`src/rtl/rxflow_pkg.sv`:
```
package rxflow_pkg;

    localparam int DATA_W = 8;

    typedef struct packed {
        logic              brk;
        logic              frm;
        logic              par;
        logic [DATA_W-1:0] data;
    } rx_entry_t;

    typedef enum logic [1:0] {
        TRIG_ONE     = 2'd0,
        TRIG_QUARTER = 2'd1,
        TRIG_HALF    = 2'd2,
        TRIG_NEAR    = 2'd3
    } trig_sel_e;

    function automatic int unsigned trig_level(trig_sel_e sel, int unsigned depth);
        case (sel)
            TRIG_ONE:     return 1;
            TRIG_QUARTER: return depth / 4;
            TRIG_HALF:    return depth / 2;
            default:      return depth - 2;
        endcase
    endfunction

endpackage

```
`src/rtl/rxf_store.sv`:
```
module rxf_store
    import rxflow_pkg::*;
#(
    parameter int DEPTH = 16,
    localparam int AW = (DEPTH > 1) ? $clog2(DEPTH) : 1,
    localparam int CW = $clog2(DEPTH + 1)
) (
    input  logic          clk,
    input  logic          rst,
    input  logic          wr_en,
    input  rx_entry_t     wr_entry,
    input  logic          rd_en,
    output rx_entry_t     rd_entry,
    output logic          empty,
    output logic [CW-1:0] fill,
    output logic          overrun
);

    localparam logic [AW-1:0] LAST = AW'(DEPTH - 1);
    localparam logic [CW-1:0] FULL = CW'(DEPTH);

    rx_entry_t     mem [DEPTH];
    logic [AW-1:0] wptr, rptr;
    logic [CW-1:0] count;
    logic          full, do_wr, do_rd, drop;

    assign full  = (count == FULL);
    assign empty = (count == '0);
    assign do_wr = wr_en && !full;
    assign drop  = wr_en && full;
    assign do_rd = rd_en && !empty;

    always_ff @(posedge clk) begin
        if (do_wr) mem[wptr] <= wr_entry;
    end

    always_ff @(posedge clk) begin
        if (rst) begin
            wptr    <= '0;
            rptr    <= '0;
            count   <= '0;
            overrun <= 1'b0;
        end else begin
            if (do_wr) wptr <= (wptr == LAST) ? '0 : wptr + 1'b1;
            if (do_rd) rptr <= (rptr == LAST) ? '0 : rptr + 1'b1;
            case ({do_wr, do_rd})
                2'b10:   count <= count + 1'b1;
                2'b01:   count <= count - 1'b1;
                default: count <= count;
            endcase
            if (drop)       overrun <= 1'b1;
            else if (do_rd) overrun <= 1'b0;
        end
    end

    assign rd_entry = mem[rptr];
    assign fill     = count;

    a_r1_no_overflow: assert property (@(posedge clk) disable iff (rst)
        fill <= FULL);

    a_r3_empty_read_ignored: assert property (@(posedge clk) disable iff (rst)
        (rd_en && empty && !wr_en) |=> empty);

    a_r4_full_write_kept: assert property (@(posedge clk) disable iff (rst)
        (wr_en && full && !rd_en) |=> (fill == FULL) && $stable(rd_entry));

    a_r4_overrun_raised: assert property (@(posedge clk) disable iff (rst)
        (wr_en && full) |=> overrun);

endmodule

```
`src/rtl/rxf_rts.sv`:
```
module rxf_rts
    import rxflow_pkg::*;
#(
    parameter int DEPTH = 16,
    localparam int CW = $clog2(DEPTH + 1)
) (
    input  logic          clk,
    input  logic          rst,
    input  logic          auto_en,
    input  trig_sel_e     trig_sel,
    input  logic [CW-1:0] fill,
    output logic          rts
);

    logic [CW-1:0] level;
    logic          at_trig, hold_q, stay_off;

    assign level    = CW'(trig_level(trig_sel, DEPTH));
    assign at_trig  = (fill >= level);
    assign stay_off = hold_q && (fill != '0);

    always_ff @(posedge clk) begin
        if (rst || !auto_en) hold_q <= 1'b0;
        else if (at_trig)    hold_q <= 1'b1;
        else if (fill == '0) hold_q <= 1'b0;
    end

    assign rts = !auto_en || !(at_trig || stay_off);

    a_r5_drop_at_level: assert property (@(posedge clk) disable iff (rst)
        (auto_en && fill >= level) |-> !rts);

    a_r6_hold_until_empty: assert property (@(posedge clk) disable iff (rst)
        (auto_en && $past(auto_en) && !$past(rts) && fill != '0) |-> !rts);

    a_r6_release_on_empty: assert property (@(posedge clk) disable iff (rst)
        (fill == '0) |-> rts);

    a_r7_manual_high: assert property (@(posedge clk) disable iff (rst)
        !auto_en |-> rts);

endmodule

```
`src/rtl/rxf_txgate.sv`:
```
module rxf_txgate #(
    parameter int SYNC_STAGES = 2
) (
    input  logic clk,
    input  logic rst,
    input  logic auto_en,
    input  logic cts,
    input  logic tx_req,
    input  logic tx_busy,
    output logic start_ok
);

    logic [SYNC_STAGES-1:0] sync_q;
    logic                   cts_seen;

    always_ff @(posedge clk) begin
        if (rst) sync_q <= '0;
        else     sync_q <= {sync_q[SYNC_STAGES-2:0], cts};
    end

    assign cts_seen = sync_q[SYNC_STAGES-1];
    assign start_ok = tx_req && !tx_busy && (!auto_en || cts_seen);

    a_r8_never_while_busy: assert property (@(posedge clk) disable iff (rst)
        tx_busy |-> !start_ok);

    a_r9_ungated: assert property (@(posedge clk) disable iff (rst)
        (!auto_en && tx_req && !tx_busy) |-> start_ok);

    generate
        if (SYNC_STAGES == 2) begin : g_two_stage_check
            a_r8_cts_blocks: assert property (@(posedge clk) disable iff (rst)
                (auto_en && !$past(cts, 2)) |-> !start_ok);
        end
    endgenerate

endmodule

```
`src/rtl/rxflow_top.sv`:
```
module rxflow_top
    import rxflow_pkg::*;
#(
    parameter int DEPTH       = 16,
    parameter int SYNC_STAGES = 2,
    localparam int CW = $clog2(DEPTH + 1)
) (
    input  logic              clk,
    input  logic              rst,
    input  logic              wr_en,
    input  logic [DATA_W-1:0] wr_data,
    input  logic              wr_par,
    input  logic              wr_frm,
    input  logic              wr_brk,
    input  logic              rd_en,
    output logic              rd_valid,
    output logic [DATA_W-1:0] rd_data,
    output logic              rd_par,
    output logic              rd_frm,
    output logic              rd_brk,
    output logic [CW-1:0]     fill,
    output logic              overrun,
    input  logic              rts_auto_en,
    input  logic [1:0]        trig_sel,
    output logic              rts,
    input  logic              cts_auto_en,
    input  logic              cts,
    input  logic              tx_req,
    input  logic              tx_busy,
    output logic              tx_start_ok
);

    rx_entry_t wr_entry, rd_entry;
    logic      empty;

    assign wr_entry = '{brk: wr_brk, frm: wr_frm, par: wr_par, data: wr_data};

    rxf_store #(.DEPTH(DEPTH)) u_store (
        .clk      (clk),
        .rst      (rst),
        .wr_en    (wr_en),
        .wr_entry (wr_entry),
        .rd_en    (rd_en),
        .rd_entry (rd_entry),
        .empty    (empty),
        .fill     (fill),
        .overrun  (overrun)
    );

    assign rd_valid = !empty;
    assign rd_data  = rd_entry.data;
    assign rd_par   = rd_entry.par;
    assign rd_frm   = rd_entry.frm;
    assign rd_brk   = rd_entry.brk;

    rxf_rts #(.DEPTH(DEPTH)) u_rts (
        .clk      (clk),
        .rst      (rst),
        .auto_en  (rts_auto_en),
        .trig_sel (trig_sel_e'(trig_sel)),
        .fill     (fill),
        .rts      (rts)
    );

    rxf_txgate #(.SYNC_STAGES(SYNC_STAGES)) u_txgate (
        .clk      (clk),
        .rst      (rst),
        .auto_en  (cts_auto_en),
        .cts      (cts),
        .tx_req   (tx_req),
        .tx_busy  (tx_busy),
        .start_ok (tx_start_ok)
    );

endmodule

```
`config.mk`:
```
export PLATFORM = sky130hd
export DESIGN_NAME = rxflow_top
export DESIGN_NICKNAME = d
export VERILOG_FILES = /design/src/rtl/rxflow_pkg.sv /design/src/rtl/rxf_store.sv /design/src/rtl/rxf_rts.sv /design/src/rtl/rxf_txgate.sv /design/src/rtl/rxflow_top.sv
export SDC_FILE = /design/constraint.sdc
export NUM_CORES = 1
export LEC_CHECK = 0
export ABC_AREA = 0
export BUFFER_PORTS_ARGS = -buffer_cell sky130_fd_sc_hd__clkbuf_2
export CORE_UTILIZATION = 50
export CTS_CLUSTER_SIZE = 25
export DETAILED_ROUTE_END_ITERATION = 8
export GPL_TIMING_DRIVEN = 0
export MAX_ROUTING_LAYER = met4
export PLACE_DENSITY = 0.7
export SYNTH_ARGS = -nofsm -noshare
export SYNTH_HDL_FRONTEND = slang
export SYNTH_SLANG_ARGS = --single-unit
```
`constraint.sdc`:
```
create_clock -name clk -period 4 [get_ports clk]
set_input_delay 0.4 -clock clk [delete_from_list [all_inputs] [get_ports clk]]
set_output_delay 0.4 -clock clk [all_outputs]
set_load 0.05 [all_outputs]
```
# ---- Word level (Yosys, flattened, before mapping)
# Memory sizes are Yosys's and may differ from the RTL's. A register that Yosys moved wholly into a read port is not among the register bits.
# Cells that the tools add are included.
dict set report word_totals {
  regBits 17
  ram_bits 176
  out_inout_bits 20
  word_cells 53
  memories 1
}
# memory words word_bits rd rd_ports_with_merged_regs wr line
set memory_table {}
lappend memory_table {u_store.mem 16 11 1 1 1 rxf_store.sv:22} ;# rx_entry_t mem [DEPTH];
dict set report classes {
  n_addsub 4
  n_lt_le_gt_ge 1
  n_eq_ne 7
  n_mux 12
  n_reduce_logical 22
}
# op n
set ops {}
lappend ops {{$mux W4} 4}
lappend ops {{$pmux W4 S3} 1}
lappend ops {{$pmux W5 S2} 1}
lappend ops {{$add A4 B1 Y4 const B} 2}
lappend ops {{$eq A4 B4 Y1 const B} 2}
lappend ops {{$logic_and A1 B1 Y1} 6}
lappend ops {{$logic_not A1 Y1} 6}
lappend ops {{$mux W1} 6}
lappend ops {{$reduce_bool A2 Y1} 3}
lappend ops {{$add A5 B1 Y5 const B} 1}
lappend ops {{$eq A5 B5 Y1 const B} 1}
lappend ops {{$ge A5 B4 Y1} 1}
lappend ops {{$logic_not A5 Y1} 1}
lappend ops {{$reduce_bool A5 Y1} 1}
lappend ops {{$sub A5 B1 Y5 const B} 1}
lappend ops {{$eq A2 B1 Y1 const B} 2}
lappend ops {{$eq A2 B2 Y1 const B} 2}
lappend ops {{$logic_or A1 B1 Y1} 4}
lappend ops {{$logic_not A2 Y1} 1}

# ---- Longest topological paths before layout
dict set report logic_depth {
  ltp_word 6
  mapped_depth 12
  ltp_nobuf 10
}

# ---- Hierarchy
# A second synthesis with hierarchy kept.
dict set report unflattened {
  hier_cells 392
  area_unflattened_um2 7903.8
}
# module n_inst cells_each area_per_inst_um2
set modules_own_cells {}
lappend modules_own_cells {rxf_store 1 367 7672.4}
lappend modules_own_cells {rxf_rts 1 18 148.9}
lappend modules_own_cells {rxf_txgate 1 6 78.8}
lappend modules_own_cells {rxflow_top 1 1 3.8}

# ---- Worst setup path after synthesis
# OpenSTA, ideal clock, no wires.
dict set report synth_path {
  kind {reg2reg}
  from {register u_store.count[1] (netlist: u_store.fill[1])}
  to {register u_store.count[2] (netlist: u_store.fill[2])}
  t_arrival_ps 2971
  slack_ps 958
  stages_incl_launch_ff 12
  n_path_buf 2
  path_cell_list {dfxtp_1 buf_6 or4_4 o21ai_4 inv_2 ha_1 clkbuf_1 xor2_1 ha_1 o21a_1 or4_1 a21oi_1}
}
dict set report synth_via {
  elab_chain_len 5
  elab_cells_between_ends 12
  cone_classes {add/sub (2); eq/ne (3); mux (1); reduce/logical (6)}
}
# element line
set synth_rtl {}
lappend synth_rtl {{start: declaration} rxf_store.sv:24} ;# logic [CW-1:0] count;
lappend synth_rtl {{start signal: assignment} rxf_store.sv:47} ;# 2'b10: count <= count + 1'b1;
lappend synth_rtl {{start signal: assignment} rxf_store.sv:48} ;# 2'b01: count <= count - 1'b1;
lappend synth_rtl {{start signal: assignment} rxf_store.sv:49} ;# default: count <= count;
lappend synth_rtl {{$logic_not A5 Y1 (*)} rxf_store.sv:28} ;# assign empty = (count == '0);
lappend synth_rtl {{$logic_not A1 Y1 (*)} rxf_store.sv:31} ;# assign do_rd = rd_en && !empty;
lappend synth_rtl {{$logic_and A1 B1 Y1 (*)} rxf_store.sv:31}
lappend synth_rtl {{net u_store.do_rd} rxf_store.sv:25} ;# logic full, do_wr, do_rd, drop;
lappend synth_rtl {{$eq A2 B1 Y1 or $eq A2 B2 Y1 (tied branches)} rxf_store.sv:46} ;# case ({do_wr, do_rd})
lappend synth_rtl {{$pmux W5 S2 or $reduce_bool A2 Y1 (tied branches)} --}
# The timed path passes the listed nets; every way through them passes the cells marked *.
# A chain may end at the register's enable or synchronous reset.

==> flow_metrics.py <==
metrics = {
    "status": {
        "outcome": "complete, no violations",
    },
    "yosys": {
        "ys_ff_latch": 197,
        "ys_types": 49,
        "ys_warn_count": 0,
        "synth_adder_area_share_pct": 1.90,
        "postSynthCellCount": 434,
        "syn-num-nets": 468,
        "synth.area.mux_share_pct": 12.9,
        "ys_async_sr_fraction_pct": 0,
        "synth_area_per_cell_um2": 18.3,
        "synth-edff-count": 176,
        "synth_area_mm2": 0.00792,
        "synth_top_family_by_area": "multiplexers",
        "yosysSeqAreaShare_pct": 72.0,
        "synth-xor-area-share_pct": 0.442,
        "synth-simple-area-share_pct": 5.43,
        "synthFlopType": "edfxtp_1",
        "synth_compound_area_share_pct": 5.62,
    },
    "sta": {
        "setup_tns_ns": 0,
        "finalCriticalPeriod_ns": 3.32,
        "max_freq_ghz": 0.301,
        "setup_viol": 0,
        "rsz0062_at_grt": "false",
        "worstMarginPinSlew_ns": 1.31,
        "slew_violations": 0,
        "finalCritPeriodShare_pct": 83.0,
        "skew_ns": 0.00864,
        "finalHoldViolations": 0,
        "max_slew_margin_pct": 12.5,
    },
    "min_path": {
        "hp-start": "cts",
        "min_to": "u_txgate.sync_q[0]$_SDFF_PP0_",
        "hp-class": "input pin to flop",
        "hold_path_depth": 2,
    },
    "floorplan": {
        "core-area_mm2": 0.0153,
        "start_util_pct": 51.7,
        "die_w_um": 128,
        "rows": 45,
        "dieHeight_um": 128,
        "ios": 42,
        "die_area_mm2": 0.0164,
    },
    "critical_path": {
        "slowest_delay_ns": 0.62,
        "crit_path_end_kind": "output pin",
        "crit_type": "flop to output pin",
        "cp.required_ns": 3.60,
        "worst-path-max-fanout": 10,
        "worstPathArrival_ns": 2.92,
        "cp_slowest_cell": "clkbuf_1",
        "regToRegStartpoint": "u_store.fill[2]$_SDFFE_PP0P_",
        "start_kind": "flop",
        "critical_path.cell_chain": "clkbuf_1, clkbuf_1, mux4_2, a22oi_1, nand2_1, clkbuf_2",
        "worstReg2RegEnd": "u_store.fill[2]$_SDFFE_PP0P_",
        "ff2ff_setup_slack_ns": 0.92,
        "critical_path.most_common_cell": "clkbuf_1",
        "reg2reg_depth": 11,
    },
    "routing": {
        "wl_mm": 16.2,
        "firstDrtPassIters": 5,
        "ant_nets": 0,
        "drt_iter0_drc": 337,
        "detail_route.wl_per_cell_um": 22.5,
        "vias": 4163,
        "drc": 0,
        "post_drt_via_cell_ratio": 5.77,
    },
    "cts": {
        "numCtsBuffers": 17,
        "cts_hold_buf": 0,
        "root_buffer": "clkbuf_16",
        "clock-sinks": 197,
        "clock_path_buffers": 2,
        "post-cts-setup-buffers": 0,
        "clkLatencyLatePin_ns": 0.43,
        "htreeDepth": 4,
        "path_clk_slew_ns": 0.07,
        "ctsResizeCount": 0,
        "cts_tree": "done",
    },
    "power": {
        "ir_drop_v": 0.000419,
        "power_density_mw_per_mm2": 643,
        "finalPower_mw": 5.87,
        "leakagePower_nw": 3.08,
    },
    "placement": {
        "gp_congestion": 0.756,
        "hpwl_mm": 10.3,
        "io_buffers": 41,
    },
    "grt": {
        "antenna_found_initial": 0,
        "grt_usage_pct": 21.9,
        "grt_pass1_wl_mm": 24.6,
        "overflow": 0,
        "grt_pass1_vias": 4408,
        "grt_max_degree": 18,
    },
    "cells_and_area": {
        "drive_above_1_share_pct": 27.2,
        "fillCellCount": 1146,
        "fin_nets": 532,
        "antennaDiodeCount": 0,
        "synthToLayoutAreaGrowth_pct": 15.2,
    },
    "job": {
        "max-cap-violations": 0,
    },
}
per-stage QoR:
stage,area (um2),hold slack [ns],worst slack [ns],utilization (%),std cells
detailed placement,8460,0.436,0.956,55.2,690
floorplan,7920,0.414,0.958,-,434
global placement,8390,0.421,0.838,54.8,686
CTS,9130,0.174,0.678,59.6,722
global route,9130,0.176,0.583,59.6,722
finish,9130,0.185,0.679,59.6,722
sequential cells by signal, summed over array words and instances (netlist names), named ones only:
| register | flops |
|---|---|
| u_store.mem | 176 |
| u_store.fill | 5 |
| u_store.rptr | 4 |
| u_store.wptr | 4 |
| u_txgate.sync_q | 2 |
| u_rts.hold_q | 1 |
| u_store.overrun | 1 |
final cells by class:
class | count | area, um2 | share of cell area [%]
sequential | 197 | 5710 | 62.5
buffer | 23 | 101 | 1.11
timing repair buffer | 45 | 250 | 2.74
tap | 211 | 264 | 2.89
clock buffer | 17 | 425 | 4.66
clock inverter | 15 | 246 | 2.70
inverter | 9 | 33.8 | 0.370
multi-input combinational | 205 | 2100 | 23.0
worst max-delay path by stage:
| stage | startpoint | endpoint | slack, ns | cells after the start |
|---|---|---|---|---|
| final | flop | rd_data[1] | 0.68 | 6 |
| after floorplan | u_store.fill[1]$_SDFFE_PP0P_ | u_store.fill[2]$_SDFFE_PP0P_ | 0.96 | 11 |
| after CTS | flop | rd_data[1] | 0.68 | 6 |
| after global placement | u_store.fill[2]$_SDFFE_PP0P_ | u_store.mem[0][4]$_DFFE_PP_ | 0.84 | 5 |
| after detailed placement | u_store.fill[2]$_SDFFE_PP0P_ | u_store.fill[2]$_SDFFE_PP0P_ | 0.96 | 11 |
| after global routing | flop | rd_brk | 0.58 | 6 |
cells in the mapped netlist (all sizes together) (2+ instances only):
master     n  area [um2]
a211oi     2        15.0
a21o       2        15.0
a21oi      6        30.0
a22oi     22         165
a31oi      3        33.8
buf        8        45.0
clkbuf    15        56.3
dfxtp     21         420
edfxtp   176        5290
ha        12         150
inv        9        33.8
mux2i      3        30.0
mux4      44         991
nand2     28         105
nand2b     3        18.8
nor2      25        93.8
nor2b      7        43.8
nor3       7        35.0
nor3b      2        15.0
o2111ai    2        17.5
o211ai     3        27.5
o21a       4        30.0
o21ai      2        21.3
o22ai      2        12.5
o31ai      2        15.0
or3        3        18.8
or4        3        26.3
xor2       4        35.0
per-layer routing:
metal  part of all wire (%)  global-route usage, %  up-vias
li1                       -                      -     1878
met1                     41                   26.1     2117
met2                     52                   36.9      144
met3                    4.5                   5.05       24
met4                    1.9                   7.54        0
met5                      0                      -        -
cell families (layout without fill, tap and decap cells):
family / after synthesis / count (layout)
AO/OA/AOI/OAI: 56 / 56
XOR/XNOR: 4 / 4
adder cells (fa/ha/maj): 12 / 12
buffers and inverters: 32 / 109
flip-flops: 197 / 197
multiplexers: 47 / 47
AND/OR/NAND/NOR: 86 / 86
cells in the final DEF (no fill, tap or decap), types with 3 or more instances in the layout:
master	n
dfxtp_1	21
ha_1	12
clkbuf_1	15
a21oi_1	6
nor3_2	4
clkbuf_16	17
a22oi_1	22
edfxtp_1	176
or3_1	3
nand2b_1	3
o21a_1	4
buf_2	6
mux2i_1	3
mux4_2	44
xor2_1	4
nand2_1	28
clkbuf_2	41
nor2_1	25
nor3_1	3
nor2b_1	7
buf_6	5
bufinv_16	6
inv_6	5
inv_1	8
critical path, delay by kind of cell, from the launching register on:
| family | cells | cell delay (ns) |
|---|---|---|
| compound gates | 1 | 0.34 |
| flops | 1 | 0.31 |
| mux | 1 | 0.41 |
| simple gates | 1 | 0.11 |
| buf+inv | 3 | 1.32 |
power breakdown:
group	total, mW	leakage [nW]	internal [mW]	switching [mW]
Combinational	1.56	1.00	0.587	0.972
Sequential	2.39	1.76	2.33	0.0565
Clock	1.93	0.320	1.18	0.747
Total	5.87	3.08	4.10	1.78
Power figures use the tool's default switching activity.
